$ cat src/rtl/sqRegenPkg.sv
package sqRegenPkg;

  // Operating mode of the length selector
  typedef enum logic {
    MODE_FLOOR = 1'b0,
    MODE_TRACK = 1'b1
  } modeT;

  // Observations the datapath hands to control
  typedef struct packed {
    logic edgeSeen;    // synchronized input changed level this cycle
    logic gapShort;    // current gap would be below MIN_HALF
    logic gapAtFloor;  // current gap has reached FLOOR_HALF
    logic measSat;     // gap counter parked at FLOOR_HALF
    logic outDone;     // current output level ends this cycle
  } dpStatusT;

  // Strobes control issues to the datapath
  typedef struct packed {
    logic restartMeas; // start a fresh gap count
    logic loadMeas;    // store the finished gap as the new length
    logic saturate;    // park the gap counter at the floor
    logic flipOut;     // toggle the output and load the next length
    logic useFloor;    // next level uses the floor length
  } ctrlStrobeT;

endpackage

$ cat src/rtl/sqRegenDatapath.sv
module sqRegenDatapath
  import sqRegenPkg::*;
#(
  parameter int FLOOR_HALF  = 294118,
  parameter int MIN_HALF    = 8000,
  parameter int SYNC_STAGES = 2,
  parameter int CNT_W       = 19
) (
  input  logic             clk,
  input  logic             rstN,
  input  logic             sigIn,
  input  ctrlStrobeT       strobe,
  output dpStatusT         status,
  output logic             sqOut,
  output logic [CNT_W-1:0] measCnt,
  output logic [CNT_W-1:0] lastHalf,
  output logic [CNT_W-1:0] halfLen,
  output logic [CNT_W-1:0] outCnt
);

  localparam logic [CNT_W-1:0] FLOOR_C   = CNT_W'(FLOOR_HALF);
  localparam logic [CNT_W-1:0] FLOOR_M1  = CNT_W'(FLOOR_HALF - 1);
  localparam logic [CNT_W-1:0] MIN_M1    = CNT_W'(MIN_HALF - 1);

  // Synchronizer chain plus one extra stage used for edge detection
  logic [SYNC_STAGES:0] syncQ;

  always_ff @(posedge clk or negedge rstN) begin
    if (!rstN) syncQ[0] <= 1'b0;
    else       syncQ[0] <= sigIn;
  end

  for (genvar g = 1; g <= SYNC_STAGES; g++) begin : gSync
    always_ff @(posedge clk or negedge rstN) begin
      if (!rstN) syncQ[g] <= 1'b0;
      else       syncQ[g] <= syncQ[g-1];
    end
  end

  // Both polarities of input transition count as an edge
  assign status.edgeSeen   = syncQ[SYNC_STAGES] ^ syncQ[SYNC_STAGES-1];
  assign status.gapShort   = (measCnt < MIN_M1);
  assign status.gapAtFloor = (measCnt >= FLOOR_M1);
  assign status.measSat    = (measCnt == FLOOR_C);
  assign status.outDone    = (outCnt == '0);

  // Gap counter: cycles since the last accepted edge, minus one
  always_ff @(posedge clk or negedge rstN) begin
    if (!rstN)                   measCnt <= '0;
    else if (strobe.restartMeas) measCnt <= '0;
    else if (strobe.saturate)    measCnt <= FLOOR_C;
    else if (!status.measSat)    measCnt <= measCnt + 1'b1;
  end

  // Most recent finished gap below the floor
  always_ff @(posedge clk or negedge rstN) begin
    if (!rstN)                lastHalf <= FLOOR_C;
    else if (strobe.loadMeas) lastHalf <= measCnt + 1'b1;
  end

  // Output generator: length picked only when a level begins
  logic [CNT_W-1:0] nextLen;
  assign nextLen = strobe.useFloor ? FLOOR_C : lastHalf;

  always_ff @(posedge clk or negedge rstN) begin
    if (!rstN) begin
      sqOut   <= 1'b0;
      halfLen <= FLOOR_C;
      outCnt  <= FLOOR_M1;
    end else if (strobe.flipOut) begin
      sqOut   <= ~sqOut;
      halfLen <= nextLen;
      outCnt  <= nextLen - 1'b1;
    end else begin
      outCnt  <= outCnt - 1'b1;
    end
  end

endmodule

$ cat src/rtl/sqRegenCtrl.sv
module sqRegenCtrl
  import sqRegenPkg::*;
(
  input  logic       clk,
  input  logic       rstN,
  input  dpStatusT   status,
  output ctrlStrobeT strobe
);

  modeT mode;
  logic primed;     // an accepted edge has opened a real measurement
  logic takeSample;

  // An edge counts only when the gap is long enough to be real
  assign takeSample = status.edgeSeen && !status.gapShort;

  always_ff @(posedge clk or negedge rstN) begin
    if (!rstN) begin
      mode   <= MODE_FLOOR;
      primed <= 1'b0;
    end else begin
      if (takeSample) begin
        primed <= 1'b1;
        if (primed && !status.gapAtFloor) mode <= MODE_TRACK;
        else if (status.gapAtFloor)       mode <= MODE_FLOOR;
      end else if (strobe.saturate) begin
        mode <= MODE_FLOOR;
      end
    end
  end

  always_comb begin
    strobe             = '0;
    strobe.restartMeas = takeSample;
    strobe.loadMeas    = takeSample && primed && !status.gapAtFloor;
    strobe.saturate    = !status.edgeSeen && status.gapAtFloor && !status.measSat;
    strobe.flipOut     = status.outDone;
    strobe.useFloor    = (mode == MODE_FLOOR);
  end

endmodule

$ cat src/rtl/sqRegenTop.sv
module sqRegenTop
  import sqRegenPkg::*;
#(
  parameter int FLOOR_HALF  = 294118,
  parameter int MIN_HALF    = 8000,
  parameter int SYNC_STAGES = 2
) (
  input  logic clk,
  input  logic rstN,
  input  logic sigIn,
  output logic sqOut
);

  localparam int CNT_W = $clog2(FLOOR_HALF + 1);

  dpStatusT         status;
  ctrlStrobeT       strobe;
  logic [CNT_W-1:0] measCnt;
  logic [CNT_W-1:0] lastHalf;
  logic [CNT_W-1:0] halfLen;
  logic [CNT_W-1:0] outCnt;

  sqRegenDatapath #(
    .FLOOR_HALF (FLOOR_HALF),
    .MIN_HALF   (MIN_HALF),
    .SYNC_STAGES(SYNC_STAGES),
    .CNT_W      (CNT_W)
  ) dp (
    .clk     (clk),
    .rstN    (rstN),
    .sigIn   (sigIn),
    .strobe  (strobe),
    .status  (status),
    .sqOut   (sqOut),
    .measCnt (measCnt),
    .lastHalf(lastHalf),
    .halfLen (halfLen),
    .outCnt  (outCnt)
  );

  sqRegenCtrl ctrl (
    .clk   (clk),
    .rstN  (rstN),
    .status(status),
    .strobe(strobe)
  );

endmodule

$ cat config.mk
export PLATFORM = sky130hd
export DESIGN_NAME = sqRegenTop
export DESIGN_NICKNAME = d
export VERILOG_FILES = /design/src/rtl/sqRegenPkg.sv /design/src/rtl/sqRegenDatapath.sv /design/src/rtl/sqRegenCtrl.sv /design/src/rtl/sqRegenTop.sv
export SDC_FILE = /design/constraint.sdc
export NUM_CORES = 1
export LEC_CHECK = 0
export BUFFER_PORTS_ARGS = -buffer_cell sky130_fd_sc_hd__buf_2
export CAP_MARGIN = 10
export CORE_MARGIN = 2
export CORE_UTILIZATION = 50
export CTS_CLUSTER_DIAMETER = 100
export DETAILED_ROUTE_END_ITERATION = 7
export HOLD_SLACK_MARGIN = 0.02
export PLACE_DENSITY = 0.65
export SLEW_MARGIN = 20
export SYNTH_ARGS = -nofsm -noshare
export SYNTH_HDL_FRONTEND = slang
export SYNTH_SLANG_ARGS = --single-unit
export TNS_END_PERCENT = 50
$ cat constraint.sdc
create_clock -name clk -period 4.2 [get_ports clk]
set_clock_uncertainty 0.05 [all_clocks]
set_input_delay 0.63 -clock clk [delete_from_list [all_inputs] [get_ports clk]]
set_output_delay 0.63 -clock clk [all_outputs]
set_load 0.03 [all_outputs]
==> run_results.csv <==
group,metric,value,unit
pwr,internal_power,0.000839,W
worst_setup_path,crit_path_start_kind,"flop",
worst_setup_path,crit_path_end_kind,"flop",
clocking,clkTransAtPathRegs,70,ps
clocking,ctsHoldBuffers,0,
die,die_area,7300,µm²
pwr,power_density,303,nW/µm²
die,start_util,0.519,
cells_and_area,area_growth,8.26,%
clocking,clock_sinks,63,
place,numPlacedInstances,404,
clocking,clock_path_buffers,2,
synthesis,ys_seq_elements,63,
synthesis,synthArstFlopShare,1.00,
die,ioPinCount,4,
synthesis,yosysTopAreaCell,"dfrtp_1",
route,drcViolationCount,0,
timing,grt_setup_unrepaired,"no",
route,vias,2433,
pwr,peakVddDrop,0.175,mV
synthesis,syn_inst,328,
synthesis,synth_top_area_frac,0.309,
pwr,pwr-share-clk,0.425,
synthesis,yosys_warnings,0,
grt,grt_pass1_wl,12.4,mm
die,floorplan.rows,29,
pwr,switchingPower,0.000249,W
grt,grt_max_degree,35,
synthesis,synth.avg_cell_area,10.1,µm²
route,drt-initial-drc-count,137,
route,ant_nets,0,
worst_setup_path,required,4430,ps
worst_setup_path,critPathMaxStageDelay,630,ps
worst_setup_path,crit_path_top_delay_cell,"or4b_2",
timing,finalCritPeriodShare,0.800,
die,coreArea,6390,µm²
cells_and_area,final_nets,345,
timing,slew_headroom,0.412,
die,die_x,85.4,µm
clocking,cts-resized-gates,0,
synthesis,yosysUniqueCellTypes,54,
place,post-dp-hpwl,5.24,mm
timing,period_needed,3360,ps
pwr,p_comb_frac,0.014,
run_status,outcome,"completed",
route,wl_per_cell,17.1,µm
synthesis,yosys-top-cells-area,"dfrtp_1 (31%), dfstp_2 (17%), xnor2_1 (5.3%)",
cells_and_area,fin_cells,420,
timing,final_hold_viol_count,0,
worst_setup_path,critPathKind,"reg2reg",
synthesis,synth-edff-count,0,
place,io_buffers,3,
clocking,htreeDepth,3,
route,avgViaCountPerCell,5.79,
worst_setup_path,cp.arrival,3580,ps
clocking,root_buffer,"clkbuf_8",
clocking,cts_tree,"done",
clocking,cts-buffers-inserted,9,
clocking,postCtsSetupBuffers,0,
cells_and_area,layout-drive-gt1-share,0.192,
place,gp_congestion,0.900,
pwr,seq_power_share,0.561,
pwr,p_leak,1.53,nW
clocking,insertion_delay,350,ps
worst_setup_path,crit_top_cell,"nor3_1",
route,wl,7.19,mm
timing,fmax,298,MHz
die,die_h,85.4,µm
grt,grt_remaining_overflow,0,
run,cap_viol_max_count,0,
worst_setup_path,rr_worst_depth,11,
cells_and_area,antennaDiodeCount,0,
timing,tns,0,ps
synthesis,syn-cell-area,3320,µm²
pwr,switching_share,0.229,
synthesis,synth_top_flop_cell,"dfrtp_1",
synthesis,synth_nets,335,
route,firstDrtPassIters,4,
synthesis,ys_seq_area_frac,0.484,
worst_hold_path,hold_class,"in2async",
timing,worstMarginPinSlew,879,ps
grt,grt_pass1_vias,2448,
timing,setup_viol,0,
worst_setup_path,worstPathMaxFanout,6,
timing,maxSlewViolCount,0,
grt,antenna_found_initial,0,
worst_setup_path,path_cells,"nor4_1 -> and3_2 -> and3_1 -> a21oi_1 -> ha_1 -> or4b_2 -> nor3_1 -> o31a_2 -> o2111ai_1 -> nor3_1 -> xnor2_1",
grt,grt_usage,0.221,
[synthesized netlist by cell type (3+ instances only)]
master,count
o21ai_0,8
o211ai_1,3
a31oi_1,3
or3_1,5
mux2_2,5
a21o_1,3
ha_1,4
xnor2_1,20
nand2_1,20
nor2b_1,3
nand2b_1,3
dfstp_2,22
or4_4,4
nor4_1,6
a21oi_1,26
xor2_1,17
clkbuf_1,7
dfrtp_1,41
nand3_1,9
and3_1,3
nor2_1,25
inv_1,21
nand4_1,8
nor3_1,12
mux2i_1,14
[cells by family after synthesis]
kind of cell / synth area share
flip-flops: 0.484
AO/OA/AOI/OAI: 0.120
buffers and inverters: 0.0389
AND/OR/NAND/NOR: 0.185
multiplexers: 0.0592
XOR/XNOR: 0.0977
adder cells (fa/ha/maj): 0.0151
[placed cells by master, fill, tap and decap left out, types with 2 or more instances in the layout]
master and n:
dfrtp_1 41, a21oi_1 26, nor2_1 25, dfstp_2 22, inv_1 21, nand2_1 20, xnor2_1 20, xor2_1 17
mux2i_1 14, nor3_1 12, clkbuf_8 10, nand3_1 9, nand4_1 8, o21ai_0 8, nor4_1 6, buf_4 6
or3_1 5, mux2_2 5, or4_4 4, ha_1 4, nand2b_1 3, a31oi_1 3, o211ai_1 3, and3_1 3
a21o_1 3, nor2b_1 3, clkinv_2 3, buf_2 3, and4_1 2, or3_2 2, a21o_2 2, or2_2 2
a211oi_1 2, and2_1 2, clkbuf_1 2
[registers in the layout, summed over array words and instances, names as in the netlist]
name         cells
dp.syncQ         3
ctrl.mode        1
dp.measCnt      19
ctrl.primed      1
dp.outCnt       19
dp.lastHalf     19
dp.sqOut         1
[routing by layer]
layer	vias to the layer above	share of wire	GRT usage	routed length, µm
met4	0	0.020	0.107	145
met2	76	0.44	0.316	3160
li1	1175	-	-	-
met5	-	0	0	0
met1	1165	0.49	0.313	3530
met3	17	0.049	0.0574	354
[critical path: cells and delay by family, from the launching register on]
family                     cells  cell delay, ps
adders and majority gates      1             240
DFF                            1             560
AOI/OAI and AO/OA              3             640
and+or+nand+nor                6            1650
xor gates and xnor gates       1             140
[power groups by stage]
stage / clock [W] / combinational (W) / sequential (W)
CTS: 0.000473 / 0.0000165 / 0.000610
finish: 0.000462 / 0.0000156 / 0.000610
detailed placement: 0 / 0.0000166 / 0.000621
floorplan: 0 / 0.00000187 / 0.000621
global route: 0.000501 / 0.0000185 / 0.000610
global placement: 0 / 0.0000162 / 0.000621
[metrics by stage]
stage          setup slack [ps]  hold WS [ps]  area [µm²]   util  power [W]
2_1_floorplan               995           281        3320      -   0.000623
3_3_place_gp                973           284        3420  0.536   0.000637
3_5_place_dp                864           297        3420  0.536   0.000637
4_1_cts                     851           314        3590  0.562    0.00110
5_1_grt                     652           315        3590  0.562    0.00113
6_report                    842           308        3590  0.562    0.00109
[cell type report]
| type | count | area, µm² |
|---|---|---|
| Clock inverter | 4 | 22.5 |
| Inverter | 21 | 78.8 |
| Multi-Input combinational cell | 234 | 1580 |
| Sequential cell | 63 | 1600 |
| Tap cell | 77 | 96.3 |
| Clock buffer | 12 | 145 |
| Fill cell | 543 | 2800 |
| Timing Repair Buffer | 9 | 60.1 |
[path summary, 6_finish.rpt]
path	startpoint	end	slack, ps
setup reg to reg	dp.outCnt[6]	dp.outCnt[16]	840
setup / recovery	dp.outCnt[6]	dp.outCnt[16]	840
min in group clk	dp.syncQ[0]	dp.syncQ[1]	310
hold / removal	rstN	dp.outCnt[16]	310
hold reg to reg	dp.syncQ[0]	dp.syncQ[1]	310
max in group asynchronous	rstN	dp.lastHalf[6]	2860
Note: power is estimated with default switching activity, not from simulation.
